--- src/rtl/dsp_pwm_pkg.sv ---
package dsp_pwm_pkg;

  typedef enum logic [1:0] {
    SEL_COUNT   = 2'd0,
    SEL_COMPARE = 2'd1,
    SEL_CONTROL = 2'd2,
    SEL_NONE    = 2'd3
  } host_sel_e;

  typedef enum logic [1:0] {
    OUT_OFF    = 2'd0,
    OUT_RSVD   = 2'd1,
    OUT_CLR_UP = 2'd2,
    OUT_SET_UP = 2'd3
  } out_mode_e;

  // log2 of the division ratio for each clock select code
  function automatic int unsigned div_shift(input logic [2:0] cs);
    case (cs)
      3'd2:    div_shift = 3;
      3'd3:    div_shift = 5;
      3'd4:    div_shift = 6;
      3'd5:    div_shift = 7;
      3'd6:    div_shift = 8;
      3'd7:    div_shift = 10;
      default: div_shift = 0;
    endcase
  endfunction

endpackage

--- src/rtl/dsp_pwm_prescale.sv ---
module dsp_pwm_prescale #(
  parameter int DIV_BITS = 10
) (
  input  logic       clk,
  input  logic       rst_n,
  input  logic [2:0] cs,
  output logic       tick
);
  import dsp_pwm_pkg::*;

  logic [DIV_BITS-1:0] div_q;
  logic [DIV_BITS-1:0] mask;

  // free running; never cleared by a select change
  always_ff @(posedge clk or negedge rst_n) begin
    if (!rst_n) div_q <= '0;
    else        div_q <= div_q + 1'b1;
  end

  always_comb begin
    mask = DIV_BITS'((32'd1 << div_shift(cs)) - 32'd1);
    tick = (cs != 3'd0) && ((div_q & mask) == mask);
  end

endmodule

--- src/rtl/dsp_pwm_updown.sv ---
module dsp_pwm_updown #(
  parameter int W = 8
) (
  input  logic         clk,
  input  logic         rst_n,
  input  logic         tick,
  input  logic         load,
  input  logic [W-1:0] load_val,
  output logic [W-1:0] count_q,
  output logic [W-1:0] nxt,
  output logic         step_up,
  output logic         advance,
  output logic         blocked
);
  localparam logic [W-1:0] TOP = '1;

  logic rising_q;
  logic block_q;

  always_comb begin
    step_up = rising_q ? (count_q != TOP) : (count_q == '0);
    nxt     = step_up ? count_q + 1'b1 : count_q - 1'b1;
    advance = tick & ~load;
    blocked = block_q;
  end

  always_ff @(posedge clk or negedge rst_n) begin
    if (!rst_n) begin
      count_q  <= '0;
      rising_q <= 1'b1;
      block_q  <= 1'b0;
    end else if (load) begin
      count_q <= load_val;
      block_q <= 1'b1;
    end else if (tick) begin
      count_q  <= nxt;
      rising_q <= step_up ? (nxt != TOP) : (nxt == '0);
      block_q  <= 1'b0;
    end
  end

endmodule

--- src/rtl/dsp_pwm_compare.sv ---
module dsp_pwm_compare #(
  parameter int W = 8
) (
  input  logic         clk,
  input  logic         rst_n,
  input  logic         wr_cmp,
  input  logic [W-1:0] wr_val,
  input  logic [1:0]   mode,
  input  logic         advance,
  input  logic         blocked,
  input  logic [W-1:0] nxt,
  input  logic         step_up,
  output logic         wave_q,
  output logic         irq_q,
  output logic [W-1:0] active_q
);
  localparam logic [W-1:0] TOP = '1;

  logic [W-1:0] buf_q;
  logic         hit;
  logic         at_top;
  logic         top_case;

  always_comb begin
    hit      = advance && !blocked && (nxt == active_q);
    at_top   = advance && (nxt == TOP);
    top_case = hit && mode[1] && (active_q == TOP);
  end

  always_ff @(posedge clk or negedge rst_n) begin
    if (!rst_n) begin
      buf_q    <= '0;
      active_q <= '0;
      wave_q   <= 1'b0;
      irq_q    <= 1'b0;
    end else begin
      if (wr_cmp) buf_q <= wr_val;
      if (at_top) active_q <= buf_q;
      irq_q <= hit && !top_case;
      if (top_case)
        wave_q <= ~mode[0];
      else if (hit && mode[1])
        wave_q <= ~(step_up ^ mode[0]);
    end
  end

endmodule

--- src/rtl/dsp_pwm_timer.sv ---
module dsp_pwm_timer #(
  parameter int CNT_W    = 8,
  parameter int DIV_BITS = 10
) (
  input  logic             clk,
  input  logic             rst_n,
  input  logic             host_wr,
  input  logic [1:0]       host_sel,
  input  logic [CNT_W-1:0] host_wdata,
  output logic [CNT_W-1:0] count_o,
  output logic             wave_o,
  output logic             wave_oe,
  output logic             irq_o
);
  import dsp_pwm_pkg::*;

  logic [2:0]       cs_q;
  logic [1:0]       mode_q;
  logic             wr_count, wr_cmp, wr_ctrl;
  logic             tick, advance, blocked, step_up;
  logic [CNT_W-1:0] nxt;
  logic [CNT_W-1:0] cmp_active;
  logic             unused_ctrl_bits;

  always_comb begin
    wr_count = host_wr && (host_sel == SEL_COUNT);
    wr_cmp   = host_wr && (host_sel == SEL_COMPARE);
    wr_ctrl  = host_wr && (host_sel == SEL_CONTROL);
  end

  assign unused_ctrl_bits = ^{host_wdata[CNT_W-1:6], host_wdata[3]};

  always_ff @(posedge clk or negedge rst_n) begin
    if (!rst_n) begin
      cs_q   <= 3'd0;
      mode_q <= OUT_OFF;
    end else if (wr_ctrl) begin
      cs_q   <= host_wdata[2:0];
      mode_q <= host_wdata[5:4];
    end
  end

  assign wave_oe = mode_q[1];

  dsp_pwm_prescale #(.DIV_BITS(DIV_BITS)) u_pre (
    .clk(clk), .rst_n(rst_n), .cs(cs_q), .tick(tick)
  );

  dsp_pwm_updown #(.W(CNT_W)) u_cnt (
    .clk(clk), .rst_n(rst_n), .tick(tick), .load(wr_count),
    .load_val(host_wdata), .count_q(count_o), .nxt(nxt),
    .step_up(step_up), .advance(advance), .blocked(blocked)
  );

  dsp_pwm_compare #(.W(CNT_W)) u_cmp (
    .clk(clk), .rst_n(rst_n), .wr_cmp(wr_cmp), .wr_val(host_wdata),
    .mode(mode_q), .advance(advance), .blocked(blocked), .nxt(nxt),
    .step_up(step_up), .wave_q(wave_o), .irq_q(irq_o),
    .active_q(cmp_active)
  );

endmodule

--- config.mk ---
export PLATFORM = sky130hd
export DESIGN_NAME = dsp_pwm_timer
export DESIGN_NICKNAME = d
export VERILOG_FILES = /design/src/rtl/dsp_pwm_pkg.sv /design/src/rtl/dsp_pwm_prescale.sv /design/src/rtl/dsp_pwm_updown.sv /design/src/rtl/dsp_pwm_compare.sv /design/src/rtl/dsp_pwm_timer.sv
export SDC_FILE = /design/constraint.sdc
export NUM_CORES = 1
export LEC_CHECK = 0
export ABC_AREA = 1
export BUFFER_PORTS_ARGS = -buffer_cell sky130_fd_sc_hd__buf_2
export CORE_ASPECT_RATIO = 1.75
export CORE_MARGIN = 5
export CORE_UTILIZATION = 31
export DETAILED_ROUTE_END_ITERATION = 6
export PLACE_DENSITY = 0.56
export SETUP_SLACK_MARGIN = 0.2
export SLEW_MARGIN = 10
export SYNTH_ARGS = -nofsm -noshare
export SYNTH_HDL_FRONTEND = slang
export SYNTH_SLANG_ARGS = --single-unit
--- constraint.sdc ---
create_clock -name clk -period 3.5 [get_ports clk]
set_input_delay 0.7 -clock clk [delete_from_list [all_inputs] [get_ports clk]]
set_output_delay 0.7 -clock clk [all_outputs]
set_load 0.01 [all_outputs]
Word-level counts from Yosys, hierarchy flattened
Index checks and enable logic that the tools add are counted.
{ "op_classes": {"addsub": 4, "eq_ne": 14, "shift": 1, "mux": 10, "bitwise": 6, "reduce_logical": 19} }
{ "ops": {"columns": ["cell", "n"], "rows": [
  ["$mux 8", 3],
  ["$pmux 4 s6", 1],
  ["$eq 8x8->1 const B", 2],
  ["$logic_not 8->1", 2],
  ["$ne 8x8->1 const B", 2],
  ["$eq 3x3->1 const B", 4],
  ["$add 10x1->10 const B", 1],
  ["$and 10x10->10", 1],
  ["$eq 10x10->1", 1],
  ["$logic_and 1x1->1", 10],
  ["$shl 1x4->10 const A", 1],
  ["$sub 10x1->10 const B", 1],
  ["$add 8x1->8 const B", 1],
  ["$eq 8x8->1", 1],
  ["$sub 8x1->8 const B", 1],
  ["$eq 3x2->1 const B", 2],
  ["$mux 1", 6],
  ["$reduce_bool 2->1", 2],
  ["$not 1->1", 3],
  ["$reduce_bool 3->1", 1],
  ["$eq 2x1->1 const B", 1],
  ["$eq 2x2->1 const B", 1],
  ["$logic_not 1->1", 2],
  ["$logic_not 2->1", 1],
  ["3 further kinds", 3]
]} }
{ "totals": {"regBits": 43, "in_bits": 13, "output_inout_bits": 11, "elab_cells": 64} }

Longest topological paths before layout
Gate-level depths: netlist (run 1).
{ "logic_depth": {"word_depth": 14, "ltp_mapped": 19, "depth_no_buf": 18} }

By module
A second synthesis (run 1) with hierarchy kept.
{ "unflattened": {"cells_unflattened": 372, "area_unflattened_um2": 2690.1} }
{ "by_module_without_submodules": {"columns": ["module", "n_inst", "cells_per_inst", "area_per_inst_um2", "seq_area_each_um2"], "rows": [
  ["dsp_pwm_updown", 1, 151, 964.7, 251.5],
  ["dsp_pwm_compare", 1, 118, 922.1, 450.4],
  ["dsp_pwm_prescale", 1, 77, 576.8, 250.2],
  ["dsp_pwm_timer", 1, 26, 226.5, 125.1]
]} }

Worst setup path after synthesis (run 1)
Ideal clock, no wire load.
{ "synth_path": {"path_type": "register -> register", "startpoint": "register u_cnt.count_q[0]", "endpoint": "register u_cmp.active_q[7]", "setup_time_ns": 0.122, "t_arrival_ns": 2.603, "required_ns": 3.378, "setup_slack_ns": 0.775, "stages_incl_launch_ff": 16, "n_path_buf": 2, "period_less_slack_ns": 2.725, "cell_sequence": "dfrtp_1 buf_6 nor2_2 nand2_1 o21ai_2 nand2_1 ha_1 a21oi_2 nand2_1 nand2_1 nand2_2 nor3_4 nand4_4 nor2_8 buf_8 o21ai_1"} }
{ "synth_between": {"elab_chain_cells": 5, "word_cells_on_any_way": 8, "cone_classes": "add/sub (2); eq/ne (2); mux (2); reduce/logical (2)"} }
{ "synth_lines": {"columns": ["item", "line", "rtl"], "rows": [
  ["from (decl)", "dsp_pwm_updown.sv:9", "output logic [W-1:0] count_q,"],
  ["from (signal assigned)", "dsp_pwm_updown.sv:33", "count_q <= load_val;"],
  ["from (signal assigned)", "dsp_pwm_updown.sv:36", "count_q <= nxt;"],
  ["branches (longest 2 deep; another with $sub 8x1->8)", null, null],
  ["$mux 8 *", "dsp_pwm_updown.sv:22", "nxt = step_up ? count_q + 1'b1 : count_q - 1'b1;"],
  ["$eq 8x8->1 *", "dsp_pwm_compare.sv:26", "at_top = advance && (nxt == TOP);"],
  ["$logic_and 1x1->1 *", "dsp_pwm_compare.sv:26", null],
  ["to (signal assigned)", "dsp_pwm_compare.sv:38", "if (at_top) active_q <= buf_q;"],
  ["to (decl)", "dsp_pwm_compare.sv:15", "output logic [W-1:0] active_q"]
]} }
Every way passes the cells marked *.
A chain may end at the register's enable or synchronous reset.

Final worst setup path (run 1)
{ "layout_path": {"startpoint": "register u_cnt.count_q[0]", "endpoint": "register u_cmp.active_q[4]"} }
Same word-level chain as after synthesis.

==> results of run 1 <==
## per-layer routing
layer	up-vias	part of all wire (%)
li1	1046	-
met1	960	38
met2	47	55
met3	12	3.5
met4	0	3.1
met5	-	0
## Yosys cell counts (all sizes together)
cell | instances | area, um^2
o211ai | 1 | 7.510
nand2 | 95 | 369.1
dfrtp | 42 | 1051
ha | 9 | 112.6
a21oi | 5 | 32.53
a21o | 1 | 7.510
xnor3 | 1 | 22.52
nand3 | 23 | 125.1
o21ai | 22 | 121.4
clkbuf | 2 | 7.510
xor2 | 12 | 112.6
buf | 2 | 26.27
nor4 | 2 | 12.51
xnor2 | 2 | 17.52
nor3 | 4 | 31.28
clkinv | 2 | 7.510
and3 | 1 | 6.260
inv | 44 | 165.2
o221ai | 7 | 61.31
fa | 1 | 20.02
o21bai | 1 | 7.510
nand4 | 4 | 40.04
nor2 | 21 | 97.60
dfstp | 1 | 26.28
nand3b | 3 | 22.52
## state kept, by name, indices dropped and copies added (netlist names)
| register | cells |
|---|---|
| mode_q | 2 |
| u_cmp.buf_q | 8 |
| u_cnt.count_q | 8 |
| u_cnt.blocked | 1 |
| u_cnt.rising_q | 1 |
| u_pre.div_q | 10 |
| u_cmp.irq_q | 1 |
| u_cmp.wave_q | 1 |
| u_cmp.active_q | 8 |
| cs_q | 3 |
## worst paths after layout
path,to,cells past startpoint
worst min-delay path,u_pre.div_q[0],1
worst max-delay path,u_cmp.active_q[4],14
min in group asynchronous,u_pre.div_q[7],1
worst max register to register,u_cmp.active_q[4],14
max in group asynchronous,u_cmp.buf_q[4],1
worst min register to register,u_pre.div_q[0],1
## power by group through the flow
stage          Sequential [mW]  Combinational [mW]  Clock [mW]
6_report                 0.750                1.50       0.447
5_1_grt                  0.773                1.71       0.477
4_1_cts                  0.755                1.51       0.463
3_5_place_dp             0.762                1.50           0
3_3_place_gp             0.759                1.49           0
2_1_floorplan            0.731                1.16           0
## per-stage QoR
stage,power [mW],std cells
final,2.692,426
after global routing,2.960,426
after CTS,2.732,426
after detailed placement,2.266,418
after global placement,2.247,418
after floorplan,1.891,308
## cells by family after synthesis
group | count (synthesis) | synth area share (%)
AOI/OAI and AO/OA | 37 | 9.467
xor gates and xnor gates | 15 | 6.079
adders and majority gates | 10 | 5.282
buffers and inverters | 50 | 8.221
DFF | 43 | 42.90
and+or+nand+nor | 153 | 28.05
## layout make-up
cell class,instances,area (um^2)
inverters,46,172.7
repair buffers,24,122.6
clock buffers,6,128.9
clock inverters,2,13.76
flip-flops and latches,43,1077
well taps,90,112.6
multi-input cells,215,1227
fillers,828,5054
==> results.yml, run 1 <==
placement:
  gp_congestion: 0.9015
  dp_hpwl_um: 4836
  placed_cell_area_um2: 2713
  port_buffers: 23
  post-place-ws_ns: 0.4564
global_routing:
  grt_overflow: 0
  grt.met3_usage_pct: 1.808
  grtUsageMet2_pct: 23.73
  grt_max_degree: 44
  grt_pass1_wl_um: 10120
  met1_usage_pct: 13.86
  antenna_found_initial: 0
  grt_most_used_layer: "met2"
  grtUsageTotal_pct: 12.86
  grt_pass1_vias: 2027
critical_path:
  r2r_start: "u_cnt.count_q[0]"
  startpoint: "u_cnt.count_q[0]"
  max_stage_delay_ns: 0.51
  end_kind: "flop"
  critPathTopFamily: "simple AND/OR/NAND/NOR gates"
  ff2ff_setup_slack_ns: 0.47
  crit_fanout: 16
  worst-path-buf-inv: 0
  cp-start-kind: "flop"
  critical_path_class: "reg2reg"
  crit_required_ns: 3.71
  path_cells: "nor2_2 -> nand2_1 -> o21ai_2 -> nand2_1 -> ha_1 -> a21oi_2 -> nand2_1 -> nand2_1 -> nand2_2 -> nor3_4 -> nand4_4 -> nor2_8 -> nand2_1 -> o21ai_1"
  arrival_ns: 3.23
  cpMostUsedCell: "nand2_1"
  worst_path_max_delay_cell: "dfrtp_1"
clock_network:
  cts-resized-gates: 0
  cts.sinks: 43
  postCtsSetupBuffers: 0
  hold_buffers: 0
  clockBufferDepth: 2
  path_clk_slew_ns: 0.06
  cts_tree: "built"
  h-tree-depth: 2
  cts_made_buffers: 5
  clock_latency_ns: 0.29
  clock-root-buffer: "clkbuf_16"
job:
  max-cap-violations: 0
power:
  total_leakage_power_nw: 1.512
  netSwitchingFraction_pct: 47.25
  pwr-share-seq_pct: 27.8
  power.share.clock_pct: 16.6
  powerDensity_nw_per_um2: 942.9
  power_frac_comb_pct: 55.5
  vdd.ir_drop.worst_v: 0.0002872
  p_int_mw: 1.420
  power_switching_mw: 1.272
cells_and_area:
  final_common_cell: "nand2_1"
  drive_gt1_share_pct: 14.88
  area_delta_synth_final_pct: 13.70
  mostFrequentLayoutCells: "nand2_1, inv_1, dfrtp_1"
  nets: 358
  design_area_um2: 2855
  n_antenna_cell: 0
  fin_util_pct: 36.10
timing:
  rsz0062_at_grt: "false"
  fmax_mhz: 330.6
  fin_crit_sh_pct: 86.43
  clock_skew_ns: 0.009518
  finalHoldViolCount: 0
  final_max_slew_viol_count: 0
  slew_headroom_pct: 37.67
  fin_hold_ws_ns: 0.4459
  worst_slack_ns: 0.4748
  setup_viol: 0
  setup-tns-final_ns: 0
  max_slew.worst_pin.slew_ns: 0.9349
  period_needed_ns: 3.025
detailed_routing:
  firstDrtPassIters: 4
  wl_um: 5962
  vias_per_cell: 4.847
  wl_per_cell_um: 14.00
  drc: 0
  drtIter0Drc: 119
  detail-route-antenna-nets: 0
  num_vias: 2065
floorplanning:
  rows: 43
  die_area_um2: 10070
  boundaryPins: 24
  die_h_um: 129.1
  initial_core_util_pct: 31.75
  core-area_um2: 7909
  chipWidth_um: 78.04
synth:
  synth_nets: 331
  synthCells: 308
  synth_cell_types: 37
  synth_area_per_cell_um2: 8.153
  synth_area_um2: 2511
  yosysWarnings: 0
  ys_ff_latch: 43
  yosysSeqAreaShare_pct: 42.90
run_status:
  status: "completed"
min_path:
  hp-class: "reg2reg"
  hp-start: "u_pre.div_q[0]"
No activity file was read; power rests on OpenSTA's default activity.
==> run 2: changes to the inputs <==
--- a/config.mk
+++ b/config.mk
@@ -10,8 +10,10 @@
 export CORE_ASPECT_RATIO = 1.75
 export CORE_MARGIN = 5
 export CORE_UTILIZATION = 31
+export CTS_CLUSTER_DIAMETER = 50
 export DETAILED_ROUTE_END_ITERATION = 6
 export PLACE_DENSITY = 0.56
+export REMOVE_ABC_BUFFERS = 1
 export SETUP_SLACK_MARGIN = 0.2
 export SLEW_MARGIN = 10
 export SYNTH_ARGS = -nofsm -noshare
==> run 2 against run 1 <==
Effect of this change:
- register-to-register slack hardly changed
- sequential power barely moved
- setup slack gained 0.0069 ns
- combinational power about the same
- via count increased by 0.58%
- first-iteration DRC count decreased by 20%
- clock power is 18% higher
- critical path depth unchanged
- global-route usage increased by 0.43 points
- sequential share of layout area shrank 0.32 points
- wire length rose by 3.3%
==> results.yml, run 2 (synthesized netlist as in run 1, its figures left out) <==
run_status:
  status: "completed"
detailed_routing:
  detail-route-antenna-nets: 0
  drtIter0Drc: 95
  wl_um: 6160
  vias_per_cell: 4.876
  wl_per_cell_um: 14.46
  drc: 0
  num_vias: 2077
  firstDrtPassIters: 4
cells_and_area:
  drive_gt1_share_pct: 15.48
  area_delta_synth_final_pct: 14.80
  final_common_cell: "nand2_1"
  fill_cells: 830
  largest_register_ff_count: 10
  design_area_um2: 2883
  mostFrequentLayoutCells: "nand2_1, inv_1, dfrtp_1"
  nets: 358
  regArea_um2: 1079
  multi_input_area_um2: 1227
  n_antenna_cell: 0
  regMostFlops: "u_pre.div_q"
critical_path:
  ff2ff_setup_slack_ns: 0.48
  arrival_ns: 3.23
  cp-start-kind: "flop"
  crit_fanout: 16
  r2r_start: "u_cnt.count_q[0]"
  crit_required_ns: 3.71
  r2r_end: "u_cmp.active_q[7]"
  end_kind: "flop"
  reg2reg_depth: 14
  critical_path_class: "reg2reg"
timing:
  period_needed_ns: 3.018
  rsz0062_at_grt: "false"
  final_max_slew_viol_count: 0
  clock_skew_ns: 0.004998
  finalHoldViolCount: 0
  setup-tns-final_ns: 0
  worst_slack_ns: 0.4817
  setup_viol: 0
  fmax_mhz: 331.3
  slew_headroom_pct: 36.39
  max_slew.worst_pin.slew_ns: 0.9541
  fin_crit_sh_pct: 86.24
clock_network:
  clock-root-buffer: "clkbuf_16"
  path_clk_slew_ns: 0.06
  clock_latency_ns: 0.29
  hold_buffers: 0
  cts.sinks: 43
  cts_made_buffers: 5
  cts_tree: "built"
  clockBufferDepth: 2
  h-tree-depth: 2
floorplanning:
  initial_core_util_pct: 31.75
  rows: 43
  boundaryPins: 24
  die_h_um: 129.1
  chipWidth_um: 78.04
  die_area_um2: 10070
  core-area_um2: 7909
global_routing:
  antenna_found_initial: 0
  grt_pass1_wl_um: 10380
  grt_overflow: 0
  grt_max_degree: 44
  grt_pass1_vias: 2178
  grtUsageTotal_pct: 13.29
placement:
  gp_congestion: 0.9195
  placed_cell_area_um2: 2713
  port_buffers: 23
  post-place-ws_ns: 0.4324
  dp_hpwl_um: 4865
job:
  max-cap-violations: 0
min_path:
  min_to: "u_pre.div_q[0]"
  hp-class: "reg2reg"
  hp-start: "u_pre.div_q[0]"
  whs_path_depth: 1
power:
  powerDensity_nw_per_um2: 960.1
  vdd.ir_drop.worst_v: 0.0002909
  total_leakage_power_nw: 1.524
==> run 2: report_power, final <==
part	leakage, nW	total (mW)	internal [mW]	switching (mW)
Combinational	0.933	1.49	0.539	0.948
Clock	0.0838	0.527	0.336	0.191
Sequential	0.507	0.752	0.617	0.136
Total	1.52	2.77	1.49	1.28
==> run 2: worst max-delay path, cell delays in order, from the launching register on <==
cell	delay [ns]
dfrtp_2	0.49
nor2_2	0.13
nand2_1	0.08
o21ai_2	0.14
nand2_1	0.27
ha_1	0.47
a21oi_2	0.21
nand2_1	0.07
nand2_1	0.11
nand2_2	0.11
nor3_4	0.23
nand4_4	0.16
nor2_8	0.28
nand2_1	0.10
o21ai_1	0.10
==> run 2: routing by layer <==
| layer | track usage (%) | part of all wire (%) | vias up |
|---|---|---|---|
| met2 | 24.77 | 54 | 38 |
| met5 | 0 | 0 | - |
| met1 | 12.90 | 37 | 978 |
| met4 | 9.552 | 5.5 | 0 |
| met3 | 2.156 | 3.7 | 20 |
| li1 | - | - | 1041 |
==> run 2: layout make-up <==
class	count	share of cell area (%)
tap	90	3.906
clock inverter	3	1.519
clock buffer	5	4.340
inverter	46	5.990
timing repair buffer	24	4.253
sequential	43	37.41
multi-input combinational	215	42.58
==> run 2: how the worst max path moves through the flow <==
stage,from,endpoint,slack [ns]
2_1_floorplan,u_cnt.count_q[0],u_cmp.active_q[0],0.87
3_3_place_gp,u_cnt.count_q[0],u_cmp.active_q[3],0.50
3_5_place_dp,u_cnt.count_q[0],u_cmp.active_q[3],0.43
4_1_cts,u_cnt.count_q[0],u_cmp.active_q[7],0.40
5_1_grt,u_cnt.count_q[0],u_cmp.active_q[7],0.21
6_report,u_cnt.count_q[0],u_cmp.active_q[7],0.48
==> run 2: repair_timing <==
item,4_1_cts,5_1_grt
buffers inserted,0,0
resized for setup,0,1
endpoints found under the setup margin,0,9
==> run 2: stage by stage <==
step,util (%),instances,hold slack [ns],power [mW]
2_1_floorplan,-,304,0.4044,1.877
4_1_cts,36.43,426,0.4572,2.806
3_3_place_gp,34.30,418,0.4407,2.251
6_report,36.45,426,0.4545,2.768
5_1_grt,36.45,426,0.4808,3.034
3_5_place_dp,34.30,418,0.4487,2.263
